$ cat src/rtl/bsp_pkg.sv
package bsp_pkg;

  typedef enum logic [3:0] {
    ST_IDLE,
    ST_SAVE_LO,
    ST_SAVE_HI,
    ST_ONES_LO,
    ST_ONES_HI,
    ST_READ_LO,
    ST_READ_HI,
    ST_REST_LO,
    ST_REST_HI,
    ST_DONE
  } probe_st_e;

endpackage

$ cat src/rtl/bsp_seq.sv
module bsp_seq
  import bsp_pkg::*;
#(
  parameter int DW    = 32,
  parameter int IDX_W = 3
) (
  input  logic             clk_i,
  input  logic             rst_ni,
  input  logic             start_i,
  input  logic [IDX_W-1:0] start_idx_i,
  output logic             cfg_req_o,
  output logic             cfg_we_o,
  output logic [IDX_W-1:0] cfg_idx_o,
  output logic [DW-1:0]    cfg_wdata_o,
  input  logic             cfg_ack_i,
  input  logic [DW-1:0]    cfg_rdata_i,
  output logic [DW-1:0]    rb_lo_o,
  output logic [DW-1:0]    rb_hi_o,
  output logic             is_io_o,
  output logic             is_64_o,
  output logic             done_o,
  output logic             busy_o
);

  localparam logic [1:0] PAIR_CODE = 2'b10;

  probe_st_e            st_q;
  logic [IDX_W-1:0]     tgt_q;
  logic [DW-1:0]        save_lo_q, save_hi_q;
  logic [DW-1:0]        rb_lo_q, rb_hi_q;
  logic                 io_q, pair_q;
  logic                 rd_is_pair;

  assign rd_is_pair = !cfg_rdata_i[0] && (cfg_rdata_i[2:1] == PAIR_CODE);

  always_ff @(posedge clk_i) begin
    if (!rst_ni) begin
      st_q      <= ST_IDLE;
      tgt_q     <= '0;
      save_lo_q <= '0;
      save_hi_q <= '0;
      rb_lo_q   <= '0;
      rb_hi_q   <= '0;
      io_q      <= 1'b0;
      pair_q    <= 1'b0;
    end else begin
      unique case (st_q)
        ST_IDLE: if (start_i) begin
          tgt_q <= start_idx_i;
          st_q  <= ST_SAVE_LO;
        end
        ST_SAVE_LO: if (cfg_ack_i) begin
          save_lo_q <= cfg_rdata_i;
          io_q      <= cfg_rdata_i[0];
          pair_q    <= rd_is_pair;
          st_q      <= rd_is_pair ? ST_SAVE_HI : ST_ONES_LO;
        end
        ST_SAVE_HI: if (cfg_ack_i) begin
          save_hi_q <= cfg_rdata_i;
          st_q      <= ST_ONES_LO;
        end
        ST_ONES_LO: if (cfg_ack_i) st_q <= pair_q ? ST_ONES_HI : ST_READ_LO;
        ST_ONES_HI: if (cfg_ack_i) st_q <= ST_READ_LO;
        ST_READ_LO: if (cfg_ack_i) begin
          rb_lo_q <= cfg_rdata_i;
          st_q    <= pair_q ? ST_READ_HI : ST_REST_LO;
        end
        ST_READ_HI: if (cfg_ack_i) begin
          rb_hi_q <= cfg_rdata_i;
          st_q    <= ST_REST_LO;
        end
        ST_REST_LO: if (cfg_ack_i) st_q <= pair_q ? ST_REST_HI : ST_DONE;
        ST_REST_HI: if (cfg_ack_i) st_q <= ST_DONE;
        ST_DONE:    st_q <= ST_IDLE;
        default:    st_q <= ST_IDLE;
      endcase
    end
  end

  always_comb begin
    cfg_req_o   = (st_q != ST_IDLE) && (st_q != ST_DONE);
    cfg_we_o    = (st_q == ST_ONES_LO) || (st_q == ST_ONES_HI) ||
                  (st_q == ST_REST_LO) || (st_q == ST_REST_HI);
    cfg_idx_o   = ((st_q == ST_SAVE_HI) || (st_q == ST_ONES_HI) ||
                   (st_q == ST_READ_HI) || (st_q == ST_REST_HI))
                  ? tgt_q + IDX_W'(1) : tgt_q;
    cfg_wdata_o = '0;
    if ((st_q == ST_ONES_LO) || (st_q == ST_ONES_HI)) cfg_wdata_o = '1;
    else if (st_q == ST_REST_LO)                      cfg_wdata_o = save_lo_q;
    else if (st_q == ST_REST_HI)                      cfg_wdata_o = save_hi_q;
  end

  assign rb_lo_o = rb_lo_q;
  assign rb_hi_o = rb_hi_q;
  assign is_io_o = io_q;
  assign is_64_o = pair_q;
  assign done_o  = (st_q == ST_DONE);
  assign busy_o  = (st_q != ST_IDLE);

  // a pending request is held with stable fields until acknowledged
  a_r7_req_hold: assert property (@(posedge clk_i) disable iff (!rst_ni)
    cfg_req_o && !cfg_ack_i |=> cfg_req_o && $stable(cfg_we_o) &&
      $stable(cfg_idx_o) && $stable(cfg_wdata_o));

  // completion is a single-cycle pulse
  a_r8_done_pulse: assert property (@(posedge clk_i) disable iff (!rst_ni)
    done_o |=> !done_o);

  // a start while busy does not change the probed index
  a_r9_busy_start: assert property (@(posedge clk_i) disable iff (!rst_ni)
    busy_o && start_i |=> $stable(tgt_q));

  // the last access before done is a write
  a_r8_restore_last: assert property (@(posedge clk_i) disable iff (!rst_ni)
    cfg_req_o && cfg_ack_i && !cfg_we_o |=> !done_o);

endmodule

$ cat src/rtl/bsp_size_calc.sv
module bsp_size_calc #(
  parameter int DW         = 32,
  parameter int MEM_INFO_W = 4,
  parameter int IO_INFO_W  = 2,
  parameter int IO_UP_W    = 16
) (
  input  logic [DW-1:0]   rb_lo_i,
  input  logic [DW-1:0]   rb_hi_i,
  input  logic            is_io_i,
  input  logic            is_64_i,
  output logic [2*DW-1:0] size_o,
  output logic            unimpl_o
);

  localparam int SW = 2 * DW;
  localparam logic [DW-1:0] MEM_KEEP = {{(DW-MEM_INFO_W){1'b1}}, {MEM_INFO_W{1'b0}}};
  localparam logic [DW-1:0] IO_KEEP  = {{(DW-IO_INFO_W){1'b1}}, {IO_INFO_W{1'b0}}};

  logic [DW-1:0] lo_mask, hi_mask, io_ext;
  logic [SW-1:0] full_mask;

  always_comb begin
    io_ext    = {{IO_UP_W{1'b1}}, rb_lo_i[DW-IO_UP_W-1:0]};
    lo_mask   = is_io_i ? (io_ext & IO_KEEP) : (rb_lo_i & MEM_KEEP);
    hi_mask   = is_64_i ? rb_hi_i : '1;
    full_mask = {hi_mask, lo_mask};
    unimpl_o  = (rb_lo_i == '0);
    size_o    = unimpl_o ? '0 : (~full_mask + SW'(1));
  end

endmodule

$ cat src/rtl/bar_size_probe.sv
module bar_size_probe #(
  parameter int DW         = 32,
  parameter int IDX_W      = 3,
  parameter int MEM_INFO_W = 4,
  parameter int IO_INFO_W  = 2,
  parameter int IO_UP_W    = 16
) (
  input  logic              clk_i,
  input  logic              rst_ni,
  input  logic              start_i,
  input  logic [IDX_W-1:0]  start_idx_i,
  output logic              cfg_req_o,
  output logic              cfg_we_o,
  output logic [IDX_W-1:0]  cfg_idx_o,
  output logic [DW-1:0]     cfg_wdata_o,
  input  logic              cfg_ack_i,
  input  logic [DW-1:0]     cfg_rdata_i,
  output logic              done_o,
  output logic              busy_o,
  output logic [2*DW-1:0]   size_o,
  output logic              is_io_o,
  output logic              is_64_o,
  output logic              unimpl_o
);

  logic [DW-1:0] rb_lo, rb_hi;

  bsp_seq #(.DW(DW), .IDX_W(IDX_W)) seq_i (
    .clk_i       (clk_i),
    .rst_ni      (rst_ni),
    .start_i     (start_i),
    .start_idx_i (start_idx_i),
    .cfg_req_o   (cfg_req_o),
    .cfg_we_o    (cfg_we_o),
    .cfg_idx_o   (cfg_idx_o),
    .cfg_wdata_o (cfg_wdata_o),
    .cfg_ack_i   (cfg_ack_i),
    .cfg_rdata_i (cfg_rdata_i),
    .rb_lo_o     (rb_lo),
    .rb_hi_o     (rb_hi),
    .is_io_o     (is_io_o),
    .is_64_o     (is_64_o),
    .done_o      (done_o),
    .busy_o      (busy_o)
  );

  bsp_size_calc #(
    .DW(DW), .MEM_INFO_W(MEM_INFO_W), .IO_INFO_W(IO_INFO_W), .IO_UP_W(IO_UP_W)
  ) calc_i (
    .rb_lo_i  (rb_lo),
    .rb_hi_i  (rb_hi),
    .is_io_i  (is_io_o),
    .is_64_i  (is_64_o),
    .size_o   (size_o),
    .unimpl_o (unimpl_o)
  );

  // a reported size is a power of two or zero
  a_r10_pow2: assert property (@(posedge clk_i) disable iff (!rst_ni)
    done_o |-> $countones(size_o) <= 1);

  // an unimplemented register reports size zero
  a_r6_unimpl_zero: assert property (@(posedge clk_i) disable iff (!rst_ni)
    done_o && unimpl_o |-> size_o == '0);

  // an I/O window never forms a 64-bit pair
  a_r5_io_not_pair: assert property (@(posedge clk_i) disable iff (!rst_ni)
    done_o && is_io_o |-> !is_64_o);

  // no access request while idle
  a_r1_idle_quiet: assert property (@(posedge clk_i) disable iff (!rst_ni)
    !busy_o |-> !cfg_req_o && !done_o);

endmodule

$ cat config.mk
export PLATFORM = sky130hd
export DESIGN_NAME = bar_size_probe
export DESIGN_NICKNAME = d
export VERILOG_FILES = /design/src/rtl/bsp_pkg.sv /design/src/rtl/bsp_seq.sv /design/src/rtl/bsp_size_calc.sv /design/src/rtl/bar_size_probe.sv
export SDC_FILE = /design/constraint.sdc
export NUM_CORES = 1
export LEC_CHECK = 0
export CAP_MARGIN = 20
export CORE_MARGIN = 5
export CORE_UTILIZATION = 50
export CTS_BUF_LIST = sky130_fd_sc_hd__clkbuf_4 sky130_fd_sc_hd__clkbuf_8
export CTS_CLUSTER_DIAMETER = 200
export DETAILED_ROUTE_END_ITERATION = 8
export GPL_ROUTABILITY_DRIVEN = 0
export GPL_TIMING_DRIVEN = 0
export PLACE_DENSITY_LB_ADDON = 0.15
export SYNTH_ARGS = -nofsm -noshare
export SYNTH_HDL_FRONTEND = slang
export SYNTH_HIERARCHICAL = 1
export SYNTH_SLANG_ARGS = --single-unit
$ cat constraint.sdc
create_clock -name clk_i -period 5.3 [get_ports clk_i]
set_input_delay 1.325 -clock clk_i [delete_from_list [all_inputs] [get_ports clk_i]]
set_output_delay 1.325 -clock clk_i [all_outputs]
set_load 0.01 [all_outputs]
After elaboration in Yosys (flattened, before gate mapping)
Index checks and enable logic that the tools add are counted.

Bits in registers: 137. Input port bits: 39. Output and inout bits: 106. Word-level logic and storage cells: 70.

Add/subtract/negate cells: 2. Eq/ne operators: 20. Mux-type cells: 21. Bitwise operators: 1. Reductions and logical operators: 18.

Operator list (number): 2-to-1 mux 32 bit (5); adder 64 x 1 -> 64 bit (second input constant) (1); 2-to-1 mux 64 bit (1); NOT 64 bit (1); 2-to-1 mux 4 bit (9); case mux 4 bit (9 select lines) (1); zero test 32 bit (1); != test 2 bit (second input constant) (9); equality test 4 x 3 -> 1 bit (second input constant) (4); AND reduction 2 bit (5); AND reduction 9 bit (1); equality test 4 x 2 -> 1 bit (second input constant) (2); equality test 4 bit (second input constant) (2); logical OR 1 bit (6); equality test 4 x 1 -> 1 bit (second input constant) (1); zero test 4 bit (1); 2-to-1 mux 1 bit (4); != test 4 bit (second input constant) (1); nonzero test 4 bit (1); adder 3 x 1 -> 3 bit (second input constant) (1); 2-to-1 mux 3 bit (1); equality test 2 bit (second input constant) (1); logical AND 1 bit (2); zero test 1 bit (1).

Depth between registers and ports, before layout
Depth in word-level cells: 5. Depth in mapped cells: 9. Mapped depth without buffers: 7.

Cells and area by module
The synthesis kept the hierarchy.

By module, submodules not included: bsp_seq (times used 1, cells an instance 670, area each 5708.0 um2, seq. area each 2722.6 um2); bsp_size_calc (times used 1, cells an instance 320, area each 1964.4 um2, seq. area each 0.0 um2).

Worst setup path after synthesis
OpenSTA, ideal clock, no wires.

Path kind: register to output. Start: register, netlist name seq_i/save_lo_q[0]. End: output port size_o[60]. Data arrival time: 2.849 ns. Data required time: 3.975 ns. Slack: 1.126 ns. Stages on the path, launching flop included: 10. Buffers on the path: 2. Path through: dfxtp_1 clkbuf_1 clkbuf_1 nand2_1 ha_1 nor3b_1 nor4bb_1 nand4_1 or4b_2 a21oi_1.

RTL lines: end, declared (line bar_size_probe.sv:20) `output logic [2*DW-1:0] size_o,`.

Worst setup path after layout
Start: register seq_i.rb_lo_q[7], in the netlist seq_i/rb_lo_o[7]. End: output port size_o[35].

Longest elaborated chain between the ends: 4. Elaborated cells on any way between the ends: 5. Those cells by class: add/sub: 1; mux: 2; bitwise: 1; reduce/logical: 1.

RTL lines: start, declared (line bsp_seq.sv:30) `logic [DW-1:0] rb_lo_q, rb_hi_q;`; start signal, assigned (line bsp_seq.sv:65) `rb_lo_q <= cfg_rdata_i;`; 2-to-1 mux 32 bit (line bsp_size_calc.sv:24) `lo_mask = is_io_i ? (io_ext & IO_KEEP) : (rb_lo_i & MEM_KEEP);`; NOT 64 bit (line bsp_size_calc.sv:28) `size_o = unimpl_o ? '0 : (~full_mask + SW'(1));`; adder 64 x 1 -> 64 bit (line bsp_size_calc.sv:28); 2-to-1 mux 64 bit (*) (line bsp_size_calc.sv:28).

Mark *: on every way between the ends. The rest lies on a longest branch, timed or not.

==> results.cfg <==
[run_status]
status = complete, no violations

[detailed_routing]
wl_per_cell_um = 17.93
drc = 0
drtAntennaViolNets = 0
initialDrtViolationCount = 1032
dr_total_vias = 7839
drt-vias-per-instance = 5.790
wl_um = 24270
dr.pass1.iters = 6

[synth]
synthCells = 990
syn-cell-area_um2 = 7672
synth.top_cell.area_share_pct = 35.49
ys_top_cells_by_area = dfxtp_1 (35%), nand2_1 (14%), a21boi_1 (7.8%)
synth_area_leader_cell = dfxtp_1
async_flop_share_pct = 0
synth-edff-count = 0
ys.flop_type = dfxtp_1
ys_ff_latch = 136
avgSynthCellArea_um2 = 7.750
yosysWarnings = 6
ys_types = 61
ys_seq_area_share_pct = 35.49

[critical_path]
cp_slowest_cell = clkdlybuf4s50_1
worstSetupPathType = flop to primary output
cp-startpoint = seq_i/rb_lo_o[7]
worst_setup_path_start_kind = flop
required_ps = 3970
path_max_fanout = 10
cp.arrival_ps = 3770
r2r-start = seq_i/st_q[0]
cp_cell_sequence = or4_4 -> buf_6 -> or4_4 -> buf_6 -> or3_1 -> clkbuf_2 -> o31a_1 -> nor3_1 -> clkdlybuf4s50_1
cp-end-kind = primary output
cp_slowest_stage_delay_ps = 600

[cts]
clock_latency_ps = 440
htree_levels = 4
cts_made_buffers = 17
clockBufferDepth = 2
clkSinkCount = 136
clk_pin_slew_ps = 70
cts_tree = yes
hold_buffers = 0
ctsRootBufferMaster = clkbuf_8

[placed_design]
place_ws_ps = -127.0
port_buffers = 141
hpwl_um = 18340

[cells_and_area]
diodes = 0
seqCellArea_um2 = 2725
num-fill-cells = 1398
drive_gt1_share_pct = 9.949
final_nets = 1194
layout_commonest_cell = nand2_1
final_cell_mix = nand2_1 (276), clkdlybuf4s50_1 (140), dfxtp_1 (134), a21boi_1 (80)
multiInputGateArea_um2 = 4631
syn_to_final_growth_pct = 28.00

[die]
io-pin-count = 145
dieArea_um2 = 17920
rows = 45
start_util_pct = 50.66
die_w_um = 133.9
die_h_um = 133.9
fp.coreArea_um2 = 15150

[pwr]
ir_drop_mv = 0.1759
p_clk_share_pct = 35.9
p_sw_uw = 686.7
cellPowerDensity_nw_per_um2 = 249.1
p_total_mw = 2.446
p_leak_nw = 3.444
swShare_pct = 28.07
power.internal_mw = 1.759
p_seq_share_pct = 44.0
pwr-share-comb_pct = 20.1

[timing]
worstMarginPinSlew_ps = 779.2
slew_violations = 0
holdWs_ps = 456.4
hold_viol = 0
fin_worst_skew_ps = 5.996
fin_ws_ps = 200.5
tns_ps = 0
grt_setup_unrepaired = no
min_period_ps = 5099
finalSetupViolCount = 0
slew_headroom_pct = 47.57
fmax_mhz = 196.1
fin_crit_sh_pct = 96.22

[worst_hold_path]
hp-class = flop to flop
min_from = seq_i/save_hi_q[12]

[global_route]
grt_use_total_pct = 26.52
grt_max_degree = 17
grt_pass1_vias = 7289
antenna_found_initial = 0
grt_pass1_wl_um = 38030
grt_overflow = 0

[flow_run]
drv_cap = 0
cell usage after synthesis (all sizes together) (4+ instances only):
| cell type | instances |
|---|---|
| or2 | 4 |
| clkbuf | 36 |
| xor2 | 21 |
| nor2b | 16 |
| nor3 | 29 |
| nand2b | 12 |
| xnor2 | 19 |
| nand2 | 278 |
| a21boi | 132 |
| or3b | 4 |
| nor3b | 6 |
| nand4 | 22 |
| nand3 | 16 |
| dfxtp | 136 |
| buf | 37 |
| a21oi | 20 |
| nor4 | 32 |
| o21ai | 7 |
| a31o | 8 |
| or4 | 13 |
| nor4b | 5 |
| a221o | 32 |
| inv | 5 |
| or3 | 14 |
| nor2 | 52 |
power groups by stage:
stage	Clock, mW	Sequential (mW)	Combinational, mW
2_1_floorplan	0	1.09	0.271
3_5_place_dp	0	1.10	0.484
5_1_grt	0.929	1.08	0.529
3_3_place_gp	0	1.10	0.480
4_1_cts	0.884	1.07	0.490
6_report	0.877	1.08	0.492
kinds of logic (layout without fill, tap and decap cells):
family / Yosys count / in the layout / share of synthesized area (%)
AOI/OAI and AO/OA: 215 / 215 / 21.49
xor gates and xnor gates: 40 / 40 / 4.566
adders and majority gates: 2 / 2 / 0.3261
buffers and inverters: 78 / 253 / 5.039
DFF: 136 / 136 / 35.49
muxes: 3 / 3 / 0.4240
other: 1 / 2 / 0.04888
and+or+nand+nor: 515 / 515 / 32.62
what timing repair did:
action	4_1_cts	5_1_grt
endpoints found under the setup margin	14	16
setup buffers	3	0
endpoints found under the hold margin	0	0
pin swaps	1	1
gates resized for setup	5	9
layer usage:
metal	GRT usage [%]	up-vias	share of wire, %
met5	0	-	0
met3	4.951	59	7.3
met2	43.60	354	46
met1	34.88	3627	43
met4	9.600	0	2.9
li1	-	3799	-
metrics by stage:
step	util [%]	area, µm²	std cells
global placement	61.55	9323	1320
detailed placement	61.55	9323	1320
floorplan	-	7676	991
CTS	64.63	9788	1355
global route	64.84	9821	1354
finish	64.84	9821	1354
worst max-delay path: cells and delay by family, from the launching register on:
family	cells	cell delay, ps
simple gates	4	1620
flops	1	360
compound gates	1	260
buf+inv	4	1090
state kept, by name, indices dropped and copies added (netlist names):
signal and cells:
seq_i/rb_hi_o 32, seq_i/rb_lo_o 32, seq_i/is_64_o 1, seq_i/save_lo_q 32, seq_i/st_q 4, seq_i/save_hi_q 32
seq_i/tgt_q 3
cell type report:
class	count	share of cell area [%]
inverters	5	0.1911
repair buffers	144	14.63
plain buffers	72	3.720
multi-input cells	777	47.15
flip-flops and latches	136	27.75
clock buffers	19	2.599
well taps	188	2.395
clock inverters	13	1.567
final timing paths:
kind	slack [ps]	depth (start not counted)	end
setup / recovery	200	9	size_o[35]
hold / removal	460	2	seq_i/save_hi_q[12]
setup reg to reg	3480	5	seq_i/rb_hi_o[15]
hold reg to reg	460	2	seq_i/save_hi_q[12]
Power figures use the tool's default switching activity.
